File: src/rtl/irq_stat_pkg.sv
package irq_stat_pkg;
   localparam int STAT_W = 16;
   localparam int B_TXRR  = 13;
   localparam int B_WM    = 12;
   localparam int B_WAKE  = 11;
   localparam int B_SLEEP = 10;
   localparam int B_BOFF  = 9;
   localparam int B_ERR   = 8;
   localparam int B_OVF   = 6;
   localparam int B_TSW   = 5;
   localparam int B_RXOK  = 4;
   localparam logic [STAT_W-1:0] IMPL_MASK  = 16'h3F70;
   localparam logic [STAT_W-1:0] CEN_MASK   = 16'h0F70;
   localparam logic [STAT_W-1:0] LEVEL_MASK = 16'h1000;
endpackage

File: src/rtl/sticky_bit.sv
module sticky_bit #(
   parameter bit LEVEL   = 1'b0,
   parameter bit CEN_CLR = 1'b1
) (
   input  logic clk,
   input  logic rst_n,
   input  logic set,
   input  logic clr,
   input  logic cen_clr,
   output logic q
);
   logic clr_any;
   logic q_d;

   assign clr_any = clr | (CEN_CLR & cen_clr);

   generate
      if (LEVEL) begin : g_level
         always_comb q_d = set ? ~clr_any : (q & ~clr_any);
      end else begin : g_pulse
         always_comb q_d = set | (q & ~clr_any);
      end
   endgenerate

   always_ff @(posedge clk or negedge rst_n) begin
      if (!rst_n) q <= 1'b0;
      else        q <= q_d;
   end


   sticky_hold_chk: assert property (@(posedge clk) disable iff (!rst_n)
      q && !clr_any |=> q);

   clear_effect_chk: assert property (@(posedge clk) disable iff (!rst_n)
      clr_any && (LEVEL || !set) |=> !q);

   set_wins_chk: assert property (@(posedge clk) disable iff (!rst_n)
      set && (!LEVEL || !clr_any) |=> q);
endmodule

File: src/rtl/ts_counter.sv
module ts_counter #(
   parameter int W = 16
) (
   input  logic         clk,
   input  logic         rst_n,
   input  logic         run,
   output logic [W-1:0] cnt,
   output logic         wrap
);
   localparam logic [W-1:0] TOP = {W{1'b1}};

   assign wrap = run && (cnt == TOP);

   always_ff @(posedge clk or negedge rst_n) begin
      if (!rst_n)   cnt <= '0;
      else if (run) cnt <= cnt + 1'b1;
   end


   ts_roll_chk: assert property (@(posedge clk) disable iff (!rst_n)
      run && cnt == TOP |=> cnt == '0);

   ts_hold_chk: assert property (@(posedge clk) disable iff (!rst_n)
      !run |=> $stable(cnt));
endmodule

File: src/rtl/wm_compare.sv
module wm_compare #(
   parameter int FILL_W = 7,
   parameter int DEPTH  = 64
) (
   input  logic              clk,
   input  logic              rst_n,
   input  logic [FILL_W-1:0] fill,
   input  logic [FILL_W-1:0] wm,
   input  logic              msg,
   output logic              above,
   output logic              lost
);
   assign above = fill > wm;
   assign lost  = msg && (fill == FILL_W'(DEPTH));


   fill_range_chk: assert property (@(posedge clk) disable iff (!rst_n)
      fill <= FILL_W'(DEPTH));
endmodule

File: src/rtl/irq_status_reg.sv
module irq_status_reg
   import irq_stat_pkg::*;
#(
   parameter int TS_W       = 16,
   parameter int FILL_W     = 7,
   parameter int FIFO_DEPTH = 64
) (
   input  logic              clk,
   input  logic              rst_n,
   input  logic              core_en_wr,
   input  logic              core_en_wdata,
   input  logic              clr_wr,
   input  logic [15:0]       clr_data,
   input  logic [15:0]       irq_mask,
   input  logic              ev_txrr_served,
   input  logic              ev_wake,
   input  logic              ev_sleep,
   input  logic              ev_bus_off,
   input  logic              ev_error,
   input  logic              ev_rx_ok,
   input  logic              rx0_msg,
   input  logic [FILL_W-1:0] rx0_fill,
   input  logic [FILL_W-1:0] rx0_wm,
   output logic [15:0]       status,
   output logic              irq,
   output logic [TS_W-1:0]   ts_value
);
   if (FIFO_DEPTH >= 2**FILL_W) begin : g_bad_depth
      $error("FIFO_DEPTH does not fit in FILL_W bits");
   end
   if (TS_W < 2) begin : g_bad_ts
      $error("TS_W must be at least 2");
   end

   logic              core_en_q;
   logic              cen_clr;
   logic              ts_wrap;
   logic              wm_above;
   logic              ovf_lost;
   logic [STAT_W-1:0] set_vec;
   logic [STAT_W-1:0] clr_vec;
   logic              unused_bits;

   assign cen_clr = core_en_wr && !core_en_wdata;
   assign clr_vec = clr_wr ? clr_data : '0;

   always_ff @(posedge clk or negedge rst_n) begin
      if (!rst_n)          core_en_q <= 1'b0;
      else if (core_en_wr) core_en_q <= core_en_wdata;
   end

   ts_counter #(.W(TS_W)) u_ts (
      .clk  (clk),
      .rst_n(rst_n),
      .run  (core_en_q),
      .cnt  (ts_value),
      .wrap (ts_wrap)
   );

   wm_compare #(.FILL_W(FILL_W), .DEPTH(FIFO_DEPTH)) u_wm (
      .clk  (clk),
      .rst_n(rst_n),
      .fill (rx0_fill),
      .wm   (rx0_wm),
      .msg  (rx0_msg),
      .above(wm_above),
      .lost (ovf_lost)
   );

   always_comb begin
      set_vec          = '0;
      set_vec[B_TXRR]  = ev_txrr_served;
      set_vec[B_WM]    = wm_above;
      set_vec[B_WAKE]  = ev_wake;
      set_vec[B_SLEEP] = ev_sleep;
      set_vec[B_BOFF]  = ev_bus_off;
      set_vec[B_ERR]   = ev_error;
      set_vec[B_OVF]   = ovf_lost;
      set_vec[B_TSW]   = ts_wrap;
      set_vec[B_RXOK]  = ev_rx_ok;
   end

   for (genvar i = 0; i < STAT_W; i++) begin : g_bit
      if (IMPL_MASK[i]) begin : g_impl
         sticky_bit #(.LEVEL(LEVEL_MASK[i]), .CEN_CLR(CEN_MASK[i])) u_bit (
            .clk    (clk),
            .rst_n  (rst_n),
            .set    (set_vec[i]),
            .clr    (clr_vec[i]),
            .cen_clr(cen_clr),
            .q      (status[i])
         );
      end else begin : g_tie
         assign status[i] = 1'b0;
      end
   end

   assign unused_bits = ^((clr_vec | set_vec) & ~IMPL_MASK);
   assign irq = |(status & irq_mask);


   ts_wrap_flag_chk: assert property (@(posedge clk) disable iff (!rst_n)
      ts_wrap |=> status[B_TSW]);

   wm_reassert_chk: assert property (@(posedge clk) disable iff (!rst_n)
      wm_above && !clr_vec[B_WM] |=> status[B_WM]);

   cen_wipe_chk: assert property (@(posedge clk) disable iff (!rst_n)
      cen_clr && ((set_vec & CEN_MASK) == '0) |=> (status & CEN_MASK) == '0);

   cen_keep_chk: assert property (@(posedge clk) disable iff (!rst_n)
      cen_clr && !clr_vec[B_TXRR] && status[B_TXRR] |=> status[B_TXRR]);
endmodule

File: config.mk
export PLATFORM = sky130hd
export DESIGN_NAME = irq_status_reg
export DESIGN_NICKNAME = d
export VERILOG_FILES = /design/src/rtl/irq_stat_pkg.sv /design/src/rtl/sticky_bit.sv /design/src/rtl/ts_counter.sv /design/src/rtl/wm_compare.sv /design/src/rtl/irq_status_reg.sv
export SDC_FILE = /design/constraint.sdc
export NUM_CORES = 1
export LEC_CHECK = 0
export ABC_CLOCK_PERIOD_IN_PS = 1350
export BUFFER_PORTS_ARGS = -buffer_cell sky130_fd_sc_hd__clkbuf_2
export CORE_ASPECT_RATIO = 1.25
export CORE_MARGIN = 2
export CORE_UTILIZATION = 33
export CTS_BUF_LIST = sky130_fd_sc_hd__clkbuf_16
export DETAILED_ROUTE_END_ITERATION = 7
export PLACE_DENSITY_LB_ADDON = 0.15
export SLEW_MARGIN = 10
export SYNTH_ARGS = -nofsm -noshare
export SYNTH_HDL_FRONTEND = slang
export SYNTH_SLANG_ARGS = --single-unit
File: constraint.sdc
create_clock -name clk -period 1.35 [get_ports clk]
set_input_delay 0.27 -clock clk [delete_from_list [all_inputs] [get_ports clk]]
set_output_delay 0.27 -clock clk [all_outputs]
set_load 0.005 [all_outputs]
==> results of run 1 <==
[worst paths after layout]
check / endpoint / depth (start not counted) / slack (ns) / start
setup / recovery: irq / 4 / -0.22 / g_bit[11].g_impl.u_bit.q
hold / removal: g_bit[13].g_impl.u_bit.q / 2 / 0.19 / ev_txrr_served
setup reg to reg: u_ts.cnt[12] / 5 / 0 / u_ts.cnt[0]
hold reg to reg: u_ts.cnt[15] / 1 / 0.50 / u_ts.cnt[15]
max in group asynchronous: u_ts.cnt[3] / 3 / 0.70 / rst_n
min in group asynchronous: u_ts.cnt[8] / 3 / 0.49 / rst_n
[cell usage in the layout (no fill, tap or decap), drive strengths merged, types with 7 or more instances in the layout]
cell    instances
clkbuf         72
nand3           9
buf            21
ha              8
dfrtp          26
nand2          16
xnor2          10
conb            7
inv             8
[repair_timing]
item | 4_1_cts | 5_1_grt
hold buffers | 1 | 0
endpoints found under the hold margin | 26 | 0
pin swaps | 3 | 8
buffers inserted | 1 | 5
resized for setup | 3 | 14
setup endpoints to repair | 5 | 11
[worst max-delay path, stage by stage, from the launching register on]
cell,delay (ns)
dfrtp_1,0.40
a22o_1,0.22
a221oi_2,0.17
nand3_1,0.11
clkbuf_2,0.14
[stage by stage]
step,utilization [%],std cells,area [µm²],TNS (ns)
after floorplan,-,146,1480,0
after global placement,43.6,270,1890,-0.186
after detailed placement,43.6,270,1890,-0.249
after CTS,46.1,275,1990,-0.228
after global routing,48.5,280,2100,-0.608
final,48.5,280,2100,-0.220
[cell usage after synthesis (2+ instances only)]
library cell,n
xor2_1,5
dfrtp_1,26
nand3_2,2
ha_1,8
xnor2_1,10
a221oi_1,2
nand3_1,7
nor2_1,6
buf_4,17
mux2_2,2
nand2_1,16
inv_1,8
nand4_1,6
a31o_2,5
[kinds of logic (layout without fill, tap and decap cells)]
kind of cell             Yosys count  after routing  share of synthesized area, %
AO/OA/AOI/OAI                     16             16                          8.87
adder cells (fa/ha/maj)            8              8                          6.89
flip-flops                        26             26                          44.8
AND/OR/NAND/NOR                   46             46                          17.5
buffers and inverters             26            102                          11.1
other                              1              7                         0.258
XOR/XNOR                          15             15                          9.04
multiplexers                       2              2                          1.55
[per-layer routing]
layer  up-vias  global-route usage (%)  wire (µm)  share of wire, %
met4         0                    3.91         42               1.2
li1        633                       -          -                 -
met2        52                    24.8       1810                52
met3         4                    2.72        221               6.3
met1       615                    17.5       1410                41
met5         -                       0          0                 0
[area by class of cell]
type | instances | area share [%]
multi-input combinational | 94 | 35.3
sequential | 26 | 31.1
timing repair buffer | 91 | 25.1
clock buffer | 3 | 3.58
tap | 58 | 3.46
inverter | 8 | 1.43
[state kept, by name (all words and copies together), names as in the netlist]
| signal | flops |
|---|---|
| core_en_q | 1 |
| g_bit.g_impl.u_bit.q | 9 |
| u_ts.cnt | 16 |
[report_power, final]
group	total (mW)	internal (mW)	switching, mW
sequential	1.03	0.900	0.126
combinational	0.814	0.453	0.362
clock	0.650	0.392	0.258
total	2.49	1.75	0.745
==> results_dict.tcl, run 1 <==
set metrics [dict create \
    status "finished with violations" \
    violated_checks "negative setup slack" \
    synthesis.area_um2 1450 \
    layout.filler_cells 437 \
    hpwl_um 2790 \
    worst_hold_check_path_type "in2reg" \
    drive_above_1_share_pct 51.8 \
    rows 27 \
    layout-area-overhead-vs-synth_pct 44.3 \
    synth_area_per_cell_um2 10.4 \
    number_of_design_rule_violations_left_by_the_first_detailed_router_iteration 75 \
    grt_max_degree 27 \
    setup_ws_ns -0.220 \
    timing.clock.skew_ns 0.00177 \
    final.hold.worst_slack_ns 0.192 \
    cellLeakagePower_nw 1.11 \
    max_cap_violations 0 \
    yosys_register_bits 26 \
    drt_first_pass_iters 4 \
    clk_pin_slew_ns 0.06 \
    synth.yosys.seq_area_share_pct 44.8 \
    max_freq_mhz 637 \
    number_of_antenna_violations_at_the_first_check_in_global_routing 0 \
    final_net_count 290 \
    category_of_the_worst_setup_path_launch_point "flop" \
    worst-setup-path-type "reg2out" \
    initial_core_util_pct 33.6 \
    route.antenna.remaining_nets 0 \
    min_period_over_period_pct 116 \
    tritoncts "built" \
    gr-usage-all-layers_pct 14.1 \
    cts-root-to-sink-buffers 2 \
    root_buffer "clkbuf_16" \
    ff_latch_area_um2 652 \
    report.final.hold_viol_count 0 \
    ys_dominant_reg_cell "dfrtp_1" \
    total_power_mw 2.49 \
    worstSetupEndpointType "output pin" \
    core-area_um2 4320 \
    gpl.final_weighted_congestion 0.804 \
    die_w_um 63.3 \
    post_synth_edffs 0 \
    remaining_overflow_grt 0 \
    power_per_cell_area_nw_per_um2 1190 \
    grt_setup_unrepaired "true" \
    routed_wire_length_um 3480 \
    cts_htree_levels 1 \
    multiInputGateArea_um2 741 \
    vdd_ir_drop_max_uv 985 \
    ys_top_cells_by_area "dfrtp_1, buf_4, ha_1" \
    total_clock_buffers_created_by_cts 3 \
    time_the_final_worst_path_needs_with_i_o_delays_and_setup_ns 1.57 \
    synth_area_leader_cell "dfrtp_1" \
    setup-violations-final 1 \
    synth_top_area_share_pct 44.8 \
    cts_num_sinks 26 \
    worst-path-max-fanout 3 \
    ys_types 34 \
    grt_first_pass_wirelength_um 5660 \
    first_global_vias 1274 \
    post_drt_via_cell_ratio 4.66 \
    post_synth_inst_count 140 \
    max_slew_violations 0 \
    post-place-ws_ns -0.206 \
    worst_ep_arrival_time_ns 1.30 \
    route.detailed.wl_per_inst_um 12.4 \
    io_buffers 69 \
    detail_route.drc_violations 0 \
    ioPinCount 91 \
    synth_warnings 0 \
    n_antenna_cell 0 \
    die-height_um 78.2 \
    clk_latency_ns 0.25 \
    dieArea_um2 4950 \
    cp_data_required_time_ns 1.08 \
    detailroute.via_count 1304 \
    synthArstFlopShare_pct 100 \
]
Note: power is estimated with default switching activity, not from simulation.
==> run 2, diff against run 1 <==
SETUP_SLACK_MARGIN = 0.2   (was default)
==> run 2 against run 1 <==
Effect of this change:
- the flow still finishes with violations (negative setup slack)
- power up 23%
- first-iteration DRC count down 68%
- utilization up 6.5 points
- clock skew up 0.00065 ns
- die area unchanged
==> results_dict.tcl, run 2 (synthesized netlist as in run 1, its figures left out) <==
set metrics [dict create \
    r2r-start "u_ts.cnt[0]" \
    dpl.cell_count 269 \
    number_of_design_rule_violations_left_by_the_first_detailed_router_iteration 24 \
    grt_max_degree 15 \
    layout-area-overhead-vs-synth_pct 63.7 \
    root_buffer "clkbuf_16" \
    violated_checks "negative setup slack" \
    gr-usage-all-layers_pct 15.1 \
    ioPinCount 91 \
    worstHoldPathCells 2 \
    leading_cell_type_in_the_layout_fill_and_taps_excluded "clkbuf_2" \
    largestRegisters "u_ts.cnt: 16 flops, g_bit.g_impl.u_bit.q: 9 flops, core_en_q: 1 flops" \
    delay_of_the_slowest_critical_path_stage_ns 0.41 \
    worst-setup-path-type "reg2out" \
    routed_wire_length_um 3940 \
    min_period_over_period_pct 118 \
    cp_top_family "flip-flops" \
    n_antenna_cell 0 \
    worst_ep_arrival_time_ns 1.32 \
    vdd_ir_drop_max_uv 1420 \
    category_of_the_worst_setup_path_launch_point "flop" \
    power_per_cell_area_nw_per_um2 1290 \
    cts-root-to-sink-buffers 2 \
    worstPathCellList "a22o_1 > a221oi_2 > nand3_1 > clkbuf_2" \
    max_cap_violations 0 \
    time_the_final_worst_path_needs_with_i_o_delays_and_setup_ns 1.59 \
    drive_above_1_share_pct 57.8 \
    dieArea_um2 4950 \
    largest_register_ff_count 16 \
    report.final.hold_viol_count 0 \
    final_net_count 299 \
    hold_path.startpoint "ev_rx_ok" \
    worstReg2RegEnd "u_ts.cnt[12]" \
    design_area_um2 2380 \
    total_power_mw 3.06 \
    largest_register "u_ts.cnt" \
    number_of_antenna_violations_at_the_first_check_in_global_routing 0 \
    worstSetupEndpointType "output pin" \
    gpl.final_weighted_congestion 0.798 \
    detailroute.via_count 1348 \
    multiInputGateArea_um2 805 \
    grt_first_pass_wirelength_um 6070 \
    die-height_um 78.2 \
    clk_pin_slew_ns 0.06 \
    cts_htree_levels 1 \
    max_freq_mhz 630 \
    cp_data_required_time_ns 1.08 \
    postPlaceCellArea_um2 1920 \
    ff_latch_area_um2 656 \
    hold_path_end "g_bit[4].g_impl.u_bit.q" \
    final_cell_mix "clkbuf_2, buf_6, dfrtp_1" \
    die_w_um 63.3 \
    worst_hold_check_path_type "in2reg" \
    initial_core_util_pct 33.6 \
    tns_ns -0.408 \
    setup-violations-final 6 \
    cts_num_sinks 26 \
    crit_buf_inv 1 \
    final.hold.worst_slack_ns 0.205 \
    tritoncts "built" \
    status "finished with violations" \
    route.antenna.remaining_nets 0 \
    total_clock_buffers_created_by_cts 3 \
    route.detailed.wl_per_inst_um 13.6 \
    r2r_cells 5 \
    core-area_um2 4320 \
    layout.filler_cells 425 \
    io_buffers 69 \
    setup_ws_ns -0.236 \
    drt_first_pass_iters 4 \
    remaining_overflow_grt 0 \
    rows 27 \
    worst-path-max-fanout 2 \
    grt_setup_unrepaired "true" \
    cellLeakagePower_nw 1.20 \
    timing.clock.skew_ns 0.00242 \
    post_drt_via_cell_ratio 4.65 \
    hpwl_um 2860 \
    max_slew_violations 0 \
    instances_no_fill 290 \
    clk_latency_ns 0.25 \
    first_global_vias 1404 \
    detail_route.drc_violations 0 \
    crit_slowest_cell "dfrtp_1" \
    ff2ff_setup_slack_ns -0.07 \
]
[run 2: cell count changes in the layout (fill, tap and decap cells not counted), sizes merged]
cell,previous run,this run
buf,21,41
clkbuf,72,61
clkinv,0,1
[run 2: how the worst max path moves through the flow]
stage                                 start                  endpoint  slack [ns]  cells after the start
global placement                  rx0_wm[4]  g_bit[12].g_impl.u_bit.q       -0.18                      7
detailed placement                rx0_wm[4]  g_bit[12].g_impl.u_bit.q       -0.24                      7
global route        g_bit[4].g_impl.u_bit.q                       irq       -0.31                      3
floorplan                       u_ts.cnt[0]              u_ts.cnt[12]        0.08                      5
CTS                 g_bit[4].g_impl.u_bit.q                       irq       -0.25                      3
finish              g_bit[6].g_impl.u_bit.q                       irq       -0.24                      4
[run 2: repair_timing]
item / CTS / global route
endpoints found under the setup margin: 21 / 27
pin swaps: 14 / 19
endpoints found under the hold margin: 13 / 0
setup buffers: 9 / 7
hold buffers: 1 / 0
gates resized for setup: 24 / 30
[run 2: worst reg2reg max path, stage by stage (launching register included)]
cell and delay, ns:
dfrtp_1 0.42, ha_2 0.20, nand4_1 0.18, nor2_4 0.23, nand4_1 0.13, xnor2_1 0.15
[run 2: metrics by stage]
| stage | utilization, % | setup slack, ns |
|---|---|---|
| CTS | 50.5 | -0.254 |
| floorplan | - | 0.0825 |
| finish | 55.0 | -0.236 |
| global placement | 44.4 | -0.185 |
| detailed placement | 44.4 | -0.243 |
| global route | 55.0 | -0.308 |
[run 2: power by group]
group	total, mW	switching (mW)	internal, mW
Combinational	1.36	0.502	0.861
Sequential	1.05	0.150	0.904
Clock	0.638	0.243	0.395
[run 2: area by class of cell]
cell class / count / area share (%)
clock buffer: 3 / 3.16
clock inverter: 1 / 0.158
multi-input combinational: 94 / 33.8
inverter: 8 / 1.37
timing repair buffer: 100 / 30.8
sequential: 26 / 27.6
tap: 58 / 3.05
[run 2: routing by layer]
layer / GRT usage (%) / vias to the layer above / wire, µm
li1: - / 648 / -
met1: 17.0 / 655 / 1510
met2: 29.6 / 41 / 2220
met3: 1.86 / 4 / 172
met4: 3.26 / 0 / 31
met5: 0 / - / 0
==> run 3, diff against run 2 <==
SKIP_CTS_REPAIR_TIMING = 1   (was default)
==> run 3 against run 2 <==
Effect of this change:
- the flow still finishes with violations (negative setup slack)
- highest routed layer unchanged
- combinational power decreased by 13%
- wire length decreased by 0.96%
- non-clock buffer count decreased by 5
- via count decreased by 1.8%
- largest power group unchanged
- register-to-register slack about the same
- hold slack got worse by 0.0044 ns
- sequential power about the same
- global-route usage decreased by 1.3 points
- first-iteration DRC count unchanged
- worst setup slack got worse by 0.010 ns
- sequential share of layout area increased by 0.90 points
- clock power about the same
==> results_dict.tcl, run 3 (synthesized netlist as in run 1, its figures left out) <==
set metrics [dict create \
    final_net_count 294 \
    root_buffer "clkbuf_16" \
    ff2ff_setup_slack_ns -0.08 \
    worst_ep_arrival_time_ns 1.33 \
    ioPinCount 91 \
    final_cell_mix "clkbuf_2, dfrtp_1, buf_6" \
    largest_register "u_ts.cnt" \
    layout.filler_cells 431 \
    first_global_vias 1324 \
    remaining_overflow_grt 0 \
    number_of_design_rule_violations_left_by_the_first_detailed_router_iteration 24 \
    min_period_over_period_pct 118 \
    largestRegisters "u_ts.cnt: 16 flops, g_bit.g_impl.u_bit.q: 9 flops, core_en_q: 1 flops" \
    cts-root-to-sink-buffers 2 \
    clk_latency_ns 0.25 \
    io_buffers 69 \
    largest_register_ff_count 16 \
    cp_data_required_time_ns 1.08 \
    max_freq_mhz 626 \
    clk_pin_slew_ns 0.06 \
    gpl.final_weighted_congestion 0.798 \
    timing.clock.skew_ns 0.00371 \
    total_power_mw 2.87 \
    total_clock_buffers_created_by_cts 3 \
    route.detailed.wl_per_inst_um 13.7 \
    n_antenna_cell 0 \
    max_cap_violations 0 \
    initial_core_util_pct 33.6 \
    max_slew_violations 0 \
    grt_setup_unrepaired "true" \
    cts_num_sinks 26 \
    status "finished with violations" \
    setup_ws_ns -0.246 \
    worst-setup-path-type "reg2out" \
    vdd_ir_drop_max_uv 1030 \
    detail_route.drc_violations 0 \
    drive_above_1_share_pct 55.5 \
    multiInputGateArea_um2 796 \
    tritoncts "built" \
    core-area_um2 4320 \
    gr-usage-all-layers_pct 13.8 \
    category_of_the_worst_setup_path_launch_point "flop" \
    rows 27 \
    worstSetupEndpointType "output pin" \
    hpwl_um 2860 \
    post_drt_via_cell_ratio 4.65 \
    drt_first_pass_iters 5 \
    grt_first_pass_wirelength_um 5570 \
    detailroute.via_count 1324 \
    route.antenna.remaining_nets 0 \
    dieArea_um2 4950 \
    cts_htree_levels 1 \
    leading_cell_type_in_the_layout_fill_and_taps_excluded "clkbuf_2" \
    grt_max_degree 15 \
    worst_hold_check_path_type "in2reg" \
    cellLeakagePower_nw 1.18 \
    routed_wire_length_um 3900 \
    violated_checks "negative setup slack" \
    setup-violations-final 7 \
    number_of_antenna_violations_at_the_first_check_in_global_routing 0 \
    finalCoreUtilization_pct 53.0 \
    die_w_um 63.3 \
    time_the_final_worst_path_needs_with_i_o_delays_and_setup_ns 1.60 \
    power_per_cell_area_nw_per_um2 1250 \
    report.final.hold_viol_count 0 \
    worst-path-max-fanout 3 \
    layout-area-overhead-vs-synth_pct 57.9 \
    ff_latch_area_um2 653 \
    die-height_um 78.2 \
]
==> run 3: changes by cell type in the layout (fill, tap and decap cells not counted), moves of 2 or more <==
cell / change
buf_6: -8
clkbuf_2: +2
dfrtp_1: +2
nor2_2: -2
dfrtp_2: -2
nor2_1: +2
==> run 3: layer usage <==
| layer | vias up | track usage, % | share of wire (%) |
|---|---|---|---|
| met4 | 0 | 3.26 | 0.44 |
| met3 | 2 | 1.86 | 4.2 |
| met5 | - | 0 | 0 |
| met1 | 647 | 15.4 | 38 |
| li1 | 636 | - | - |
| met2 | 39 | 26.9 | 57 |
==> run 3: worst paths after layout <==
path | startpoint | cells past startpoint | to
max in group asynchronous | rst_n | 3 | u_ts.cnt[3]
max | g_bit[6].g_impl.u_bit.q | 4 | irq
min in group asynchronous | rst_n | 2 | u_ts.cnt[8]
max reg2reg | u_ts.cnt[0] | 5 | u_ts.cnt[12]
min reg2reg | u_ts.cnt[9] | 1 | u_ts.cnt[9]
min | ev_txrr_served | 2 | g_bit[13].g_impl.u_bit.q
==> run 3: worst max-delay path, stage by stage, from the launching register on <==
cell	delay, ns
dfrtp_1	0.41
a22o_1	0.25
a221oi_2	0.18
nand3_1	0.11
clkbuf_2	0.13
==> run 3: layout make-up <==
type	count	share of cell area [%]
repair buffers	95	28.8
clock inverters	1	0.164
well taps	58	3.16
inverters	8	1.42
flip-flops and latches	26	28.5
clock buffers	3	3.27
multi-input cells	94	34.7
==> run 3: power breakdown <==
part | internal, mW | switching (mW) | total (mW)
sequential | 0.901 | 0.142 | 1.04
combinational | 0.720 | 0.467 | 1.19
clock | 0.395 | 0.244 | 0.639
==> run 3: metrics by stage <==
step | hold WS [ns] | setup WS [ns] | instance area [µm²] | TNS [ns] | std cells
floorplan | -0.0256 | 0.0825 | 1520 | 0 | 146
global placement | 0.203 | -0.185 | 1920 | -0.185 | 269
detailed placement | 0.207 | -0.243 | 1920 | -0.243 | 269
CTS | -0.0669 | -0.278 | 2000 | -0.290 | 273
global route | 0.193 | -0.294 | 2290 | -1.02 | 285
finish | 0.201 | -0.246 | 2290 | -0.431 | 285
